===== src/rtl/tas_pkg.sv =====
package tas_pkg;

    typedef enum logic [2:0] {
        ST_IDLE,
        ST_TAS_READ,
        ST_TAS_WRITE,
        ST_BACKOFF,
        ST_OWNED,
        ST_RELEASE
    } tas_state_e;

endpackage


===== src/rtl/tas_backoff.sv =====
module tas_backoff #(
    parameter int MAX_DELAY = 8
) (
    input  logic clk,
    input  logic rst_n,
    input  logic fail_ev,
    input  logic win_ev,
    input  logic waiting,
    output logic wait_done
);
    localparam int DLY_W = $clog2(MAX_DELAY + 1);
    localparam logic [DLY_W:0] MAX_EXT = (DLY_W + 1)'(MAX_DELAY);

    logic [DLY_W-1:0] cur_delay;
    logic [DLY_W-1:0] remain;
    logic [DLY_W:0]   doubled;

    always_comb begin
        doubled = {cur_delay, 1'b0};
        if (doubled > MAX_EXT) begin
            doubled = MAX_EXT;
        end
    end

    always_ff @(posedge clk) begin
        if (!rst_n) begin
            cur_delay <= DLY_W'(1);
            remain    <= '0;
        end else begin
            if (win_ev) begin
                cur_delay <= DLY_W'(1);
            end else if (fail_ev) begin
                remain    <= cur_delay;
                cur_delay <= doubled[DLY_W-1:0];
            end else if (waiting && remain != '0) begin
                remain <= remain - 1'b1;
            end
        end
    end

    assign wait_done = waiting && (remain == DLY_W'(1));

    AST_DELAY_POW2: assert property (@(posedge clk) disable iff (!rst_n)
        $countones(cur_delay) == 1);
    AST_DELAY_CAP: assert property (@(posedge clk) disable iff (!rst_n)
        int'(cur_delay) <= MAX_DELAY);
    AST_WAIT_NONZERO: assert property (@(posedge clk) disable iff (!rst_n)
        waiting |-> remain != '0);

endmodule


===== src/rtl/tas_fail_ctr.sv =====
module tas_fail_ctr #(
    parameter int FAIL_W = 4
) (
    input  logic              clk,
    input  logic              rst_n,
    input  logic              clr,
    input  logic              inc,
    output logic [FAIL_W-1:0] count
);
    localparam logic [FAIL_W-1:0] FAIL_MAX = {FAIL_W{1'b1}};

    always_ff @(posedge clk) begin
        if (!rst_n) begin
            count <= '0;
        end else if (clr) begin
            count <= '0;
        end else if (inc && count != FAIL_MAX) begin
            count <= count + 1'b1;
        end
    end

    AST_FAIL_SAT: assert property (@(posedge clk) disable iff (!rst_n)
        (count == FAIL_MAX && inc && !clr) |=> count == FAIL_MAX);
    AST_FAIL_CLEAR: assert property (@(posedge clk) disable iff (!rst_n)
        clr |=> count == '0);

endmodule


===== src/rtl/tas_fsm.sv =====
module tas_fsm
    import tas_pkg::*;
(
    input  logic       clk,
    input  logic       rst_n,
    input  logic       acq_req,
    input  logic       rel_req,
    input  logic       bus_ack,
    input  logic       bus_rdata,
    input  logic       wait_done,
    output tas_state_e state,
    output logic       start_ev,
    output logic       fail_ev,
    output logic       win_ev,
    output logic       grant,
    output logic       rel_err,
    output logic       held,
    output logic       busy,
    output logic       bus_req,
    output logic       bus_lock,
    output logic       bus_we,
    output logic       bus_wdata
);
    tas_state_e next_state;
    logic       old_val;

    always_comb begin
        next_state = state;
        unique case (state)
            ST_IDLE:      if (acq_req)   next_state = ST_TAS_READ;
            ST_TAS_READ:  if (bus_ack)   next_state = ST_TAS_WRITE;
            ST_TAS_WRITE: if (bus_ack)   next_state = old_val ? ST_BACKOFF : ST_OWNED;
            ST_BACKOFF:   if (wait_done) next_state = ST_TAS_READ;
            ST_OWNED:     if (rel_req)   next_state = ST_RELEASE;
            ST_RELEASE:   if (bus_ack)   next_state = ST_IDLE;
            default:                     next_state = ST_IDLE;
        endcase
    end

    always_ff @(posedge clk) begin
        if (!rst_n) begin
            state   <= ST_IDLE;
            old_val <= 1'b0;
            grant   <= 1'b0;
            rel_err <= 1'b0;
        end else begin
            state   <= next_state;
            if (state == ST_TAS_READ && bus_ack) begin
                old_val <= bus_rdata;
            end
            grant   <= win_ev;
            rel_err <= rel_req && (state != ST_OWNED);
        end
    end

    always_comb begin
        start_ev  = (state == ST_IDLE) && acq_req;
        fail_ev   = (state == ST_TAS_WRITE) && bus_ack && old_val;
        win_ev    = (state == ST_TAS_WRITE) && bus_ack && !old_val;
        held      = 1'b0;
        busy      = 1'b0;
        bus_req   = 1'b0;
        bus_lock  = 1'b0;
        bus_we    = 1'b0;
        bus_wdata = 1'b0;
        unique case (state)
            ST_IDLE: ;
            ST_TAS_READ: begin
                busy     = 1'b1;
                bus_req  = 1'b1;
                bus_lock = 1'b1;
            end
            ST_TAS_WRITE: begin
                busy      = 1'b1;
                bus_req   = 1'b1;
                bus_lock  = 1'b1;
                bus_we    = 1'b1;
                bus_wdata = 1'b1;
            end
            ST_BACKOFF: busy = 1'b1;
            ST_OWNED:   held = 1'b1;
            ST_RELEASE: begin
                bus_req = 1'b1;
                bus_we  = 1'b1;
            end
            default: ;
        endcase
    end

    AST_GRANT_ONE_CYCLE: assert property (@(posedge clk) disable iff (!rst_n)
        grant |=> !grant);
    AST_GRANT_HELD: assert property (@(posedge clk) disable iff (!rst_n)
        grant |-> held);
    AST_ERR_ONLY_UNHELD: assert property (@(posedge clk) disable iff (!rst_n)
        rel_err |-> !held && !$past(held));
    AST_OWNED_QUIET: assert property (@(posedge clk) disable iff (!rst_n)
        (held && acq_req && !rel_req) |=> held && !bus_req);

endmodule


===== src/rtl/spinlock_requester.sv =====
module spinlock_requester
    import tas_pkg::*;
#(
    parameter int               ADDR_W    = 8,
    parameter logic [ADDR_W-1:0] LOCK_ADDR = 8'h40,
    parameter int               MAX_DELAY = 8,
    parameter int               FAIL_W    = 4
) (
    input  logic              clk,
    input  logic              rst_n,
    input  logic              acq_req,
    input  logic              rel_req,
    output logic              grant,
    output logic              held,
    output logic              busy,
    output logic              rel_err,
    output logic [FAIL_W-1:0] fail_cnt,
    output logic              bus_req,
    output logic              bus_lock,
    output logic              bus_we,
    output logic [ADDR_W-1:0] bus_addr,
    output logic              bus_wdata,
    input  logic              bus_rdata,
    input  logic              bus_ack
);
    tas_state_e state;
    logic start_ev, fail_ev, win_ev, wait_done;

    tas_fsm u_fsm (
        .clk       (clk),
        .rst_n     (rst_n),
        .acq_req   (acq_req),
        .rel_req   (rel_req),
        .bus_ack   (bus_ack),
        .bus_rdata (bus_rdata),
        .wait_done (wait_done),
        .state     (state),
        .start_ev  (start_ev),
        .fail_ev   (fail_ev),
        .win_ev    (win_ev),
        .grant     (grant),
        .rel_err   (rel_err),
        .held      (held),
        .busy      (busy),
        .bus_req   (bus_req),
        .bus_lock  (bus_lock),
        .bus_we    (bus_we),
        .bus_wdata (bus_wdata)
    );

    tas_backoff #(.MAX_DELAY(MAX_DELAY)) u_backoff (
        .clk       (clk),
        .rst_n     (rst_n),
        .fail_ev   (fail_ev),
        .win_ev    (win_ev),
        .waiting   (state == ST_BACKOFF),
        .wait_done (wait_done)
    );

    tas_fail_ctr #(.FAIL_W(FAIL_W)) u_fail (
        .clk   (clk),
        .rst_n (rst_n),
        .clr   (start_ev),
        .inc   (fail_ev),
        .count (fail_cnt)
    );

    assign bus_addr = LOCK_ADDR;

    AST_RMW_LOCKED: assert property (@(posedge clk) disable iff (!rst_n)
        (bus_lock && bus_ack && !bus_we) |=> (bus_lock && bus_we && bus_wdata));
    AST_LOCK_HOLD: assert property (@(posedge clk) disable iff (!rst_n)
        (bus_lock && !bus_ack) |=> bus_lock);
    AST_REL_ZERO: assert property (@(posedge clk) disable iff (!rst_n)
        (bus_req && !bus_lock) |-> (bus_we && !bus_wdata));
    AST_REQ_STABLE: assert property (@(posedge clk) disable iff (!rst_n)
        (bus_req && !bus_ack) |=> (bus_req && $stable(bus_we)));

endmodule


===== config.mk =====
export PLATFORM = sky130hd
export DESIGN_NAME = spinlock_requester
export DESIGN_NICKNAME = d
export VERILOG_FILES = /design/src/rtl/tas_pkg.sv /design/src/rtl/tas_backoff.sv /design/src/rtl/tas_fail_ctr.sv /design/src/rtl/tas_fsm.sv /design/src/rtl/spinlock_requester.sv
export SDC_FILE = /design/constraint.sdc
export NUM_CORES = 1
export LEC_CHECK = 0
export BUFFER_PORTS_ARGS = -buffer_cell sky130_fd_sc_hd__buf_2
export CORE_MARGIN = 5
export CORE_UTILIZATION = 25
export CTS_BUF_LIST = sky130_fd_sc_hd__clkbuf_8
export DETAILED_ROUTE_END_ITERATION = 16
export SETUP_SLACK_MARGIN = 0.2
export SKIP_CTS_REPAIR_TIMING = 1
export SLEW_MARGIN = 5
export SYNTH_ARGS = -nofsm -noshare
export SYNTH_HDL_FRONTEND = slang
export SYNTH_SLANG_ARGS = --single-unit

===== constraint.sdc =====
create_clock -name clk -period 3.6 [get_ports clk]
set_clock_uncertainty 0.15 [all_clocks]
set_input_delay 0.18 -clock clk [delete_from_list [all_inputs] [get_ports clk]]
set_output_delay 0.18 -clock clk [all_outputs]
set_load 0.01 [all_outputs]

* Word-level counts from Yosys, hierarchy flattened
Cells that the tools add are included.
** Word-level totals
- Word-level logic and storage cells :: 64
- Bits in read-only memories :: 0
- Register bits :: 18
- Output and inout bits :: 20
- Bits in writable memories :: 0
- Bits in latches :: 0
- Memories :: 0
- Input port bits :: 6
** Operators by class
- Bitwise operators :: 2
- Div/mod/pow operators :: 0
- Eq/ne operators :: 14
- Multiply operators :: 0
- $add $sub $neg :: 2
- Shifts and indexed selects :: 0
- Magnitude comparators :: 1
- Muxes and demuxes :: 17
- Reduce and logical (&&, ||, !) cells :: 21
** Operators with widths (number)
- 3-bit two-way mux :: 7
- 3-bit case mux with 6 select lines :: 1
- 4-bit two-way mux :: 3
- 2-bit inequality test, second input constant :: 6
- 1-bit logical AND :: 9
- 2-bit OR reduction :: 4
- 3-bit by 2-bit equality test with 1-bit output, second input constant :: 2
- 3-bit equality test, second input constant :: 2
- 1-bit two-way mux :: 6
- 6-bit AND reduction :: 1
- 3-bit OR reduction :: 2
- 5-bit by 4-bit greater-than comparator with 1-bit output, second input constant :: 1
- 4-bit by 1-bit adder with 4-bit output, second input constant :: 1
- 4-bit by 1-bit equality test with 1-bit output, second input constant :: 1
- 4-bit inequality test, second input constant :: 1
- 4-bit nonzero test :: 1
- 4-bit by 1-bit subtractor with 4-bit output, second input constant :: 1
- 3-bit by 1-bit equality test with 1-bit output, second input constant :: 1
- 3-bit logical NOT :: 1
- 3-bit inequality test, second input constant :: 1
- 1-bit NOT :: 2
- 2-bit AND reduction :: 1
- 2-bit nonzero test :: 1
- 1-bit logical NOT :: 1

* Longest topological paths before layout
Gate-level depths: netlist (run 1).
- Depth in word-level cells :: 5
- Depth in mapped cells :: 6
- Mapped depth without buffers :: 6

* By module
A second synthesis (run 1) with hierarchy kept.
** Second synthesis, totals
- Cells, all modules :: 129
- Area, all modules :: 1079.8 µm²
** Modules (own cells, without submodules)
- tas_backoff :: instances 1, area an instance 420.4 µm², sequential area each 160.2 µm², cells an instance 51
- tas_fsm :: instances 1, area an instance 391.6 µm², sequential area each 120.1 µm², cells an instance 46
- tas_fail_ctr :: instances 1, area an instance 191.4 µm², sequential area each 80.1 µm², cells an instance 21
- spinlock_requester :: instances 1, area an instance 76.3 µm², sequential area each 0.0 µm², cells an instance 11

* Worst setup path before layout (run 1)
No wires, ideal clock.
- Path type :: register to register
- Start point :: register u_backoff.remain[0]
- End point :: register u_backoff.remain[3]
- Data arrival time :: 1.269 ns
- Period minus slack after synthesis :: 1.494 ns
- Required time :: 3.375 ns
- Setup time :: 0.075 ns
- Buffers on the path :: 0
- Slack :: 2.106 ns
- Stages on the path, launching flop included :: 6
- Path through :: dfxtp_1 > inv_1 > ha_1 > a21oi_1 > mux2_1 > o22ai_1
** On the way
- Cells in the longest elaborated chain, start to end :: 4
- Elaborated cells on any way between the ends :: 7
- Those cells by class :: 1 x add/sub; 2 x mux; 4 x reduce/logical
** Ends and longest elaborated chain
- from (decl) :: line tas_backoff.sv:15 : logic [DLY_W-1:0] remain;
- from (signal assigned) :: line tas_backoff.sv:33 : remain <= cur_delay;
- from (signal assigned) :: line tas_backoff.sv:36 : remain <= remain - 1'b1;
- parallel branches: the longest is 4 deep, another holds 4-bit by 1-bit subtractor with 4-bit output
Several ways; the timed one is not identified. The select of a mux whose other input is x is not followed.
A chain may end at the register's enable or synchronous reset.

* Worst setup path after layout (run 1)
- Start point :: register u_fsm.state[1]
- End point :: register u_fail.count[3]
** On the way
- Cells in the longest elaborated chain, start to end :: 4
- Elaborated cells on any way between the ends :: 7
- Those cells by class :: 1 x eq/ne; 6 x reduce/logical
** Ends and longest elaborated chain
- from (decl) :: line tas_fsm.sv:11 : output tas_state_e state,
- from (signal assigned) :: line tas_fsm.sv:47 : state <= next_state;
- 3-bit by 2-bit equality test with 1-bit output :: line tas_fsm.sv:58 : fail_ev = (state == ST_TAS_WRITE) && bus_ack && old_val;
- 1-bit logical AND (2 in series) :: line tas_fsm.sv:58
- 1-bit logical AND :: line tas_fail_ctr.sv:17 : end else if (inc && count != FAIL_MAX) begin
- to (signal assigned) :: line tas_fail_ctr.sv:18 : count <= count + 1'b1;
- to (decl) :: line tas_fail_ctr.sv:8 : output logic [FAIL_W-1:0] count
Parallel ways exist; a longest one is shown, timed or not.

==> results of run 1 <==
==> path summary, 6_finish.rpt <==
check	endpoint	start	depth (start not counted)
hold reg to reg	u_backoff.cur_delay[1]$_SDFFE_PP0P_	u_backoff.cur_delay[1]$_SDFFE_PP0P_	2
setup reg to reg	u_fail.count[3]$_SDFFE_PP0P_	u_fsm.state[1]$_SDFFE_PN0P_	4
hold / removal	u_fsm.rel_err$_SDFF_PN0_	rel_req	3
setup / recovery	u_fail.count[3]$_SDFFE_PP0P_	u_fsm.state[1]$_SDFFE_PN0P_	4
==> state kept, by name, indices dropped and copies added (netlist names) <==
register	count
u_backoff.cur_delay	4
u_backoff.remain	4
u_fail.count	4
u_fsm.state	3
u_fsm.grant	1
u_fsm.old_val	1
u_fsm.rel_err	1
==> worst max-delay path, cell delays in order (launching register included) <==
cell	delay, ns
dfxtp_1	0.52
nor3b_4	0.34
and2_1	0.38
a41oi_1	0.19
nor3_2	0.16
==> power breakdown <==
| part | internal, W | total (W) | switching [W] |
|---|---|---|---|
| clock | 0.0000973 | 0.000169 | 0.0000717 |
| combinational | 0.0000183 | 0.0000461 | 0.0000277 |
| sequential | 0.000203 | 0.000212 | 0.00000880 |
| total | 0.000318 | 0.000427 | 0.000108 |
==> layout by cell type (no fill, tap or decap), types with 2 or more instances in the layout <==
master	count
dfxtp_1	18
buf_2	17
a21oi_1	14
nand2_1	14
nor2_1	9
nand3_1	9
conb_1	8
inv_1	7
and2_1	4
nor3_1	4
o21ai_0	4
clkbuf_8	4
nand2b_1	3
nor2b_1	3
ha_1	3
nand3b_1	2
a32oi_1	2
a21o_1	2
mux2i_1	2
a22oi_1	2
==> metrics by stage <==
step / hold WS (ns) / instance area, um2 / worst slack (ns) / utilization [%]
after floorplan: 0.144 / 1050 / 2.11 / -
after global placement: 0.264 / 1110 / 1.86 / 27.9
after detailed placement: 0.274 / 1110 / 1.80 / 27.9
after CTS: -0.000532 / 1170 / 1.78 / 29.2
after global routing: 0.0296 / 1170 / 1.63 / 29.2
final: 0.0000855 / 1170 / 1.79 / 29.2
==> cell families (layout without fill, tap and decap cells) <==
| logic type | count (synthesis) | count (layout) | share of synthesized area, % |
|---|---|---|---|
| AO/OA/AOI/OAI | 29 | 29 | 18.1 |
| XOR/XNOR | 1 | 1 | 0.853 |
| adder cells (fa/ha/maj) | 3 | 3 | 3.65 |
| buffers and inverters | 19 | 28 | 10.6 |
| flip-flops | 18 | 18 | 35.1 |
| multiplexers | 3 | 3 | 3.05 |
| other | 2 | 8 | 0.731 |
| AND/OR/NAND/NOR | 53 | 53 | 27.9 |
==> metal layers <==
layer	share of wire (%)	wire (um)	up-vias
met5	0	0	-
met4	1.6	33	0
met3	6.2	129	4
met2	47	964	16
met1	45	940	396
li1	-	-	456
==> area by class of cell <==
type                            instances  share of cell area (%)
Clock buffer                            4                    4.71
Inverter                                7                    2.25
Multi-Input combinational cell         97                    49.6
Sequential cell                        18                    30.8
Tap cell                               50                    5.35
Timing Repair Buffer                   17                    7.27
==> run summary, run 1 <==
run status - finished clean
Post-Syn Area - 1030 um2
number of global-route vias before repair - 743
ys async rst share - 0%
peak supply drop - 128 uV
Tcrit/Tclk final - 50.2%
core area - 4000 um2
Detailed Routing Iterations Pass 1 - 4
RSZ-0062 raised after global routing - false
area of the multi-input gates - 581 um2
Finished Layout Cells - 193
initial core utilization - 25.7%
RD Place Congestion - 0.729
synth unique cells - 32
CP Class - flip-flop to flip-flop
most frequent cell after synthesis - dfxtp_1
Startpoint Class - flip-flop
Total Power - 0.000427 W
Antenna Cells - 0
Period minus WS final - 1.81 ns
Worst-Margin Slew - 0.494 ns
Post-Synthesis Cells - 128
Yosys warnings - 0
R2R Setup Slk - 1.79 ns
M2 GR Usage - 12.1%
Worst Path Max Fanout - 11
met1 Use GR - 9.50%
CTS sink count - 18
Post-synth EDFFs - 0
Final Net Count - 153
Min-Delay Path Class - primary input to flip-flop
Die Wd - 74.1 um
TritonCTS clock tree - done
fin. max-slew vios - 0
mean post-synth cell area - 8.03 um2
pin count of the biggest net entering global routing - 14
endpoints failing hold - 0
Seq/Total Area, Yosys - 35.1%
Synth top area share - 35.1%
Die H - 74.1 um
FILL cells - 424
Buffers on Ports - 17
FF+latch area - 360 um2
WP data required - 3.64 ns
DRC viols - 0
top-level I/O count - 26
first-pass GRT wire length - 3240 um
Worst-path clk slew - 0.07 ns
Max clock buf depth - 2
total track usage - 7.68%
CTS H-tree lvls - 1
DRT Wirelength - 2070 um
Rows - 23
gr ovfl total - 0
wire per inst - 10.7 um
f_max - 553 MHz
leak pwr - 0.468 nW
dpl cells - 189
Vias - 872
Synth top cells by count - 18 x dfxtp_1, 14 x a21oi_1, 14 x nand2_1
Max Cap Viol - 0
P&R area growth vs syn - 13.9%
Fin Setup TNS - 0 ns
crit path DAT - 1.85 ns
Final ANT Viol Nets - 0
post-synth top area cell - dfxtp_1
synth top area cells - dfxtp_1 35%, a21oi_1 6.8%, buf_4 6.6%, nand2_1 5.1%, nand3_1 4.4%
#FFs+latches synth - 18
layout cells sized above 1 - 17.5%
Via density - 4.52
Most used DFF post-synth - dfxtp_1
Root Buffer - clkbuf_8
dpl hpwl - 1580 um
layer with the highest usage - met2
Crit. End Element - flip-flop
CTS buffer count - 3
Worst-Skew Late Latency - 0.26 ns
met3 usage - 2.43%
Power Density - 365 nW/um2
Slew headroom - 66.7%
final setup violation count - 0
Iter 0 DRT Violations - 64
initial antenna violation count - 0
die area - 5490 um2
Note: power is estimated with default switching activity, not from simulation.
==> run 2, diff against run 1 <==
- clock period: 3.6 -> 1.8 ns (I/O delays scaled with it)
==> run 2 against run 1 <==
- critical path depth is 1 higher
- critical path type is now flip-flop to primary output
- combinational power grew to 2.5 times the previous value
- count of clock-buffer cells in the layout is the same
- worst hold slack improved by 0.074 ns
- non-clock buffer count up 9
- utilization is 2.3 points higher
- sequential share of layout area decreased by 2.0 points
- via count is 3.0% higher
- critical endpoint is now bus_we
==> run summary, run 2 (synthesis results as in run 1) <==
Worst-Margin Slew - 0.518 ns (was 0.494 ns)
Worst-path clk slew - 0.07 ns (about the same)
f_max - 647 MHz
gr ovfl total - 0 (unchanged)
CTS sink count - 18 (unchanged)
P&R area growth vs syn - 22.9% (was 13.9%)
endpoints failing hold - 0 (unchanged)
Max clock buf depth - 2 (unchanged)
Total Power - 0.000858 W (was 0.000427 W)
Hold WS - 0.0738 ns (was 0.0000855 ns)
total track usage - 8.43% (was 7.68%)
r2r endpoint - u_backoff.remain[3]$_SDFFE_PN0P_ (was u_fail.count[3]$_SDFFE_PP0P_)
Rows - 23 (unchanged)
CP Class - flip-flop to primary output (was flip-flop to flip-flop)
Via density - 4.45 (was 4.52)
peak supply drop - 183 uV (was 128 uV)
Root Buffer - clkbuf_8 (unchanged)
CP most frequent cell - nand2_1
layout cells sized above 1 - 23.7% (was 17.5%)
largest registers - u_backoff.cur_delay x4, u_backoff.remain x4, u_fail.count x4 (unchanged)
Fin Setup TNS - 0 ns (unchanged)
Buffers on Ports - 17 (unchanged)
Iter 0 DRT Violations - 46 (was 64)
R2R Path Start - u_backoff.remain[0]$_SDFFE_PN0P_ (was u_fsm.state[1]$_SDFFE_PN0P_)
CP Buf/Inv Count - 2 (was 0)
DRC viols - 0 (unchanged)
Max Cap Viol - 0 (unchanged)
CTS H-tree lvls - 1 (unchanged)
TritonCTS clock tree - done (unchanged)
Crit. End Element - primary output (was flip-flop)
wire per inst - 11.0 um (was 10.7 um)
CP top delay family - flip-flops (was simple AND/OR/NAND/NOR gates)
initial core utilization - 25.7% (unchanged)
R2R Setup Slk - 0.27 ns (was 1.79 ns)
final instance area - 1260 um2 (was 1170 um2)
Critical Path Max Stage Delay - 0.39 ns (was 0.52 ns)
fin. max-slew vios - 0 (unchanged)
CTS buffer count - 3 (unchanged)
number of global-route vias before repair - 785 (was 743)
Crit-path slowest cell - dfxtp_2 (was dfxtp_1)
Die H - 74.1 um (unchanged)
FILL cells - 437 (was 424)
DRT Wirelength - 2210 um (was 2070 um)
Worst Path Max Fanout - 9 (was 11)
Hold Path Stages - 4 (was 3)
crit path DAT - 1.30 ns (was 1.85 ns)
Tcrit/Tclk final - 85.8%
Slew headroom - 65.1% (was 66.7%)
core area - 4000 um2 (unchanged)
worst r2r path cells - 5 (was 4)
utilization after layout - 31.6% (was 29.2%)
commonest non-fill, non-tap cell in the layout - buf_2 (was dfxtp_1)
most frequent cells in the layout - 17 x buf_2, 15 x dfxtp_1, 14 x nand2_1, 13 x a21oi_1 (was 18 x dfxtp_1, 17 x buf_2, 14 x a21oi_1, 14 x nand2_1)
Min-Delay Path Class - primary input to flip-flop (unchanged)
Period minus WS final - 1.54 ns
top-level I/O count - 26 (unchanged)
Final Net Count - 162 (was 153)
dpl hpwl - 1680 um (was 1580 um)
Worst-Skew Late Latency - 0.26 ns (about the same)
leak pwr - 0.514 nW (was 0.468 nW)
Power Density - 680 nW/um2 (was 365 nW/um2)
Vias - 898 (was 872)
run status - finished clean (unchanged)
die area - 5490 um2 (unchanged)
DP Area - 1150 um2 (was 1110 um2)
final setup violation count - 0 (unchanged)
RSZ-0062 raised after global routing - true (was false)
first-pass GRT wire length - 3490 um (was 3240 um)
cells along the critical path - buf_4 -> nor2b_1 -> nand2_1 -> nand2_1 -> buf_2 (was nor3b_4 -> and2_1 -> a41oi_1 -> nor3_2)
Antenna Cells - 0 (unchanged)
Final ANT Viol Nets - 0 (unchanged)
pin count of the biggest net entering global routing - 12 (was 14)
WP data required - 1.56 ns (was 3.64 ns)
Die Wd - 74.1 um (unchanged)
RD Place Congestion - 0.708 (was 0.729)
initial antenna violation count - 0 (unchanged)
Hold Path End - u_fsm.state[0]$_SDFFE_PN0P_ (was u_fsm.rel_err$_SDFF_PN0_)
Startpoint Class - flip-flop (unchanged)
Detailed Routing Iterations Pass 1 - 4 (unchanged)
min-delay src - bus_ack (was rel_req)
-- run 2: cell count changes in the layout (fill, tap and decap cells not counted), sizes merged --
| cell | previous run | this run |
|---|---|---|
| dlygate4sd3 | 0 | 4 |
| buf | 17 | 22 |
-- run 2: layout make-up --
| class | instances | area, um2 | share of cell area (%) |
|---|---|---|---|
| multi-input combinational | 97 | 592 | 46.9 |
| sequential | 18 | 364 | 28.8 |
| timing repair buffer | 26 | 163 | 12.9 |
| tap | 50 | 62.6 | 4.96 |
| clock buffer | 4 | 55.1 | 4.36 |
| inverter | 7 | 26.3 | 2.08 |
-- run 2: worst max-delay path by stage --
stage | from | end | slack, ns | depth (start not counted)
2_1_floorplan | u_backoff.remain[0]$_SDFFE_PN0P_ | u_backoff.remain[3]$_SDFFE_PN0P_ | 0.31 | 5
3_3_place_gp | u_backoff.remain[0]$_SDFFE_PN0P_ | u_backoff.remain[3]$_SDFFE_PN0P_ | 0.25 | 5
3_5_place_dp | u_backoff.remain[0]$_SDFFE_PN0P_ | u_backoff.remain[3]$_SDFFE_PN0P_ | 0.20 | 5
4_1_cts | u_fsm.state[2]$_SDFFE_PN0P_ | bus_we | 0.16 | 5
5_1_grt | u_fsm.state[2]$_SDFFE_PN0P_ | bus_we | 0.16 | 5
6_report | u_fsm.state[2]$_SDFFE_PN0P_ | bus_we | 0.26 | 5
-- run 2: routing by layer --
layer / routed length [um] / GRT usage [%]
met2: 993 / 13.2
met1: 1030 / 10.0
met3: 163 / 4.05
met4: 28 / 3.02
met5: 0 / 0
-- run 2: worst min-delay path, delay by kind of cell --
family,cells,cell delay [ns]
AO/OA/AOI/OAI,2,0.19
buffers and inverters,1,0.12
AND/OR/NAND/NOR,1,0.04
-- run 2: power by group --
group          switching, W  internal, W
logic             0.0000667    0.0000495
registers        0.00000900     0.000407
clock network      0.000132     0.000194
total              0.000208     0.000650
-- run 2: through the flow --
stage,setup slack (ns),cells
global route,0.156,202
floorplan,0.306,134
detailed placement,0.202,194
CTS,0.159,198
finish,0.255,202
global placement,0.247,194
==> run 3, diff against run 2 <==
- BUFFER_PORTS_ARGS: -buffer_cell sky130_fd_sc_hd__buf_2 -> -buffer_cell sky130_fd_sc_hd__clkbuf_2
- clock period: 1.8 -> 1.7 ns (I/O delays scaled with it)
==> run 3 against run 2 <==
- the flow now finishes with violations (negative hold slack)
- largest power group unchanged
- total power up 6.3%
- sequential cell count stayed put
- routed wire length is 1.0% lower
- count of clock-buffer cells in the layout unchanged
- critical path type unchanged
==> run summary, run 3 (synthesis results as in run 1) <==
Die H - 74.1 um (unchanged)
fin. max-slew vios - 0 (unchanged)
clock share of power - 37.7% (was 38.0%)
Worst Path Max Fanout - 8 (was 9)
Int Power - 0.000691 W (was 0.000650 W)
Power Density - 696 nW/um2 (was 680 nW/um2)
dpl hpwl - 1700 um (was 1680 um)
P&R area growth vs syn - 27.6% (was 22.9%)
gr ovfl total - 0 (unchanged)
Via density - 4.44 (was 4.45)
Min-Delay Path Class - primary input to flip-flop (unchanged)
Die Wd - 74.1 um (unchanged)
run status - complete, but fails checks (was finished clean)
final setup violation count - 0 (unchanged)
initial antenna violation count - 0 (unchanged)
die area - 5490 um2 (unchanged)
Slew headroom - 66.3% (was 65.1%)
pin count of the biggest net entering global routing - 11 (was 12)
Comb power frac - 14.2% (was 13.5%)
Tcrit/Tclk final - 85.2%
Reg power frac - 48.1% (was 48.4%)
core area - 4000 um2 (unchanged)
FILL cells - 431 (was 437)
Root Buffer - clkbuf_8 (unchanged)
Detailed Routing Iterations Pass 1 - 4 (unchanged)
Max Cap Viol - 0 (unchanged)
TritonCTS clock tree - done (unchanged)
Place WS - 0.158 ns (was 0.202 ns)
Buffers on Ports - 17 (unchanged)
CTS buffer count - 3 (unchanged)
Worst-path clk slew - 0.07 ns (about the same)
top-level I/O count - 26 (unchanged)
f_max - 690 MHz
CTS H-tree lvls - 1 (unchanged)
leak pwr - 0.534 nW (was 0.514 nW)
Fin Setup TNS - 0 ns (unchanged)
crit path DAT - 1.21 ns (was 1.30 ns)
total track usage - 8.16% (was 8.43%)
Worst-Margin Slew - 0.500 ns (was 0.518 ns)
Crit. End Element - primary output (unchanged)
RD Place Congestion - 0.778 (was 0.708)
DRC viols - 0 (unchanged)
final instance area - 1310 um2 (was 1260 um2)
layout cells sized above 1 - 30.8% (was 23.7%)
Hold WS - -0.0193 ns (was 0.0738 ns)
Final ANT Viol Nets - 0 (unchanged)
DRT Wirelength - 2190 um (was 2210 um)
Final Net Count - 166 (was 162)
Rows - 23 (unchanged)
RSZ-0062 raised after global routing - true (unchanged)
failing checks - negative hold slack
sw frac - 24.3% (was 24.2%)
CTS sink count - 18 (unchanged)
Startpoint Class - flip-flop (unchanged)
first-pass GRT wire length - 3520 um (was 3490 um)
largest registers - u_backoff.cur_delay x4, u_backoff.remain x4, u_fail.count x4 (unchanged)
Antenna Cells - 0 (unchanged)
Vias - 914 (was 898)
Iter 0 DRT Violations - 44 (was 46)
wire per inst - 10.6 um (was 11.0 um)
initial core utilization - 25.7% (unchanged)
Total Power - 0.000913 W (was 0.000858 W)
final worst-path setup slack - 0.251 ns (was 0.255 ns)
Period minus WS final - 1.45 ns
CP Class - flip-flop to primary output (unchanged)
switching power - 0.000222 W (was 0.000208 W)
endpoints failing hold - 1 (was 0)
number of global-route vias before repair - 816 (was 785)
Worst-Skew Late Latency - 0.25 ns (was 0.26 ns)
most frequent cells in the layout - 15 x clkbuf_2, 14 x nand2_1, 14 x dfxtp_1, 12 x a21oi_1, 10 x buf_4 (was 17 x buf_2, 15 x dfxtp_1, 14 x nand2_1, 13 x a21oi_1)
WP data required - 1.46 ns (was 1.56 ns)
peak supply drop - 274 uV (was 183 uV)
commonest non-fill, non-tap cell in the layout - clkbuf_2 (was buf_2)
DP Area - 1170 um2 (was 1150 um2)
Max clock buf depth - 2 (unchanged)
==> run 3: final timing paths <==
check | depth (start not counted) | slack (ns) | start | end
worst min-delay path | 3 | -0.02 | rst_n | u_fsm.rel_err$_SDFF_PN0_
worst max-delay path | 4 | 0.25 | u_fsm.state[0]$_SDFFE_PN0P_ | bus_lock
worst max register to register | 5 | 0.26 | u_backoff.remain[0]$_SDFFE_PN0P_ | u_backoff.remain[3]$_SDFFE_PN0P_
worst min register to register | 2 | 0.32 | u_backoff.remain[1]$_SDFFE_PN0P_ | u_backoff.remain[1]$_SDFFE_PN0P_
==> run 3: worst max-delay path, cell delays in order, from the launching register on <==
cell	delay, ns
dfxtp_4	0.37
buf_4	0.16
nand2b_1	0.17
a21oi_2	0.13
buf_2	0.13
==> run 3: through the flow <==
step | util [%] | std cells | hold slack (ns)
2_1_floorplan | - | 134 | 0.0488
3_3_place_gp | 29.4 | 197 | 0.158
3_5_place_dp | 29.4 | 197 | 0.164
4_1_cts | 30.7 | 201 | -0.109
5_1_grt | 32.8 | 206 | 0.0223
6_report | 32.8 | 206 | -0.0193
==> run 3: cell type report <==
class                   instances  area (um2)  share of cell area [%]
inverters                       7        26.3                    2.00
flip-flops and latches         18         370                    28.2
repair buffers                 30         191                    14.6
multi-input cells              97         606                    46.2
well taps                      50        62.6                    4.77
clock buffers                   4        55.1                    4.20
==> run 3: per-layer routing <==
layer / global-route usage [%] / vias to the layer above / routed length, um
met4: 1.81 / 0 / 32
li1: - / 483 / -
met3: 3.38 / 4 / 151
met1: 9.99 / 409 / 983
met2: 13.4 / 18 / 1020
met5: 0 / - / 0
==> run 3: power by group through the flow <==
stage                     clock [W]  combinational, W  sequential (W)
after floorplan                   0         0.0000899        0.000446
after global placement            0          0.000117        0.000448
after detailed placement          0          0.000117        0.000449
after CTS                  0.000361          0.000117        0.000439
after global routing       0.000371          0.000145        0.000440
final                      0.000344          0.000130        0.000439
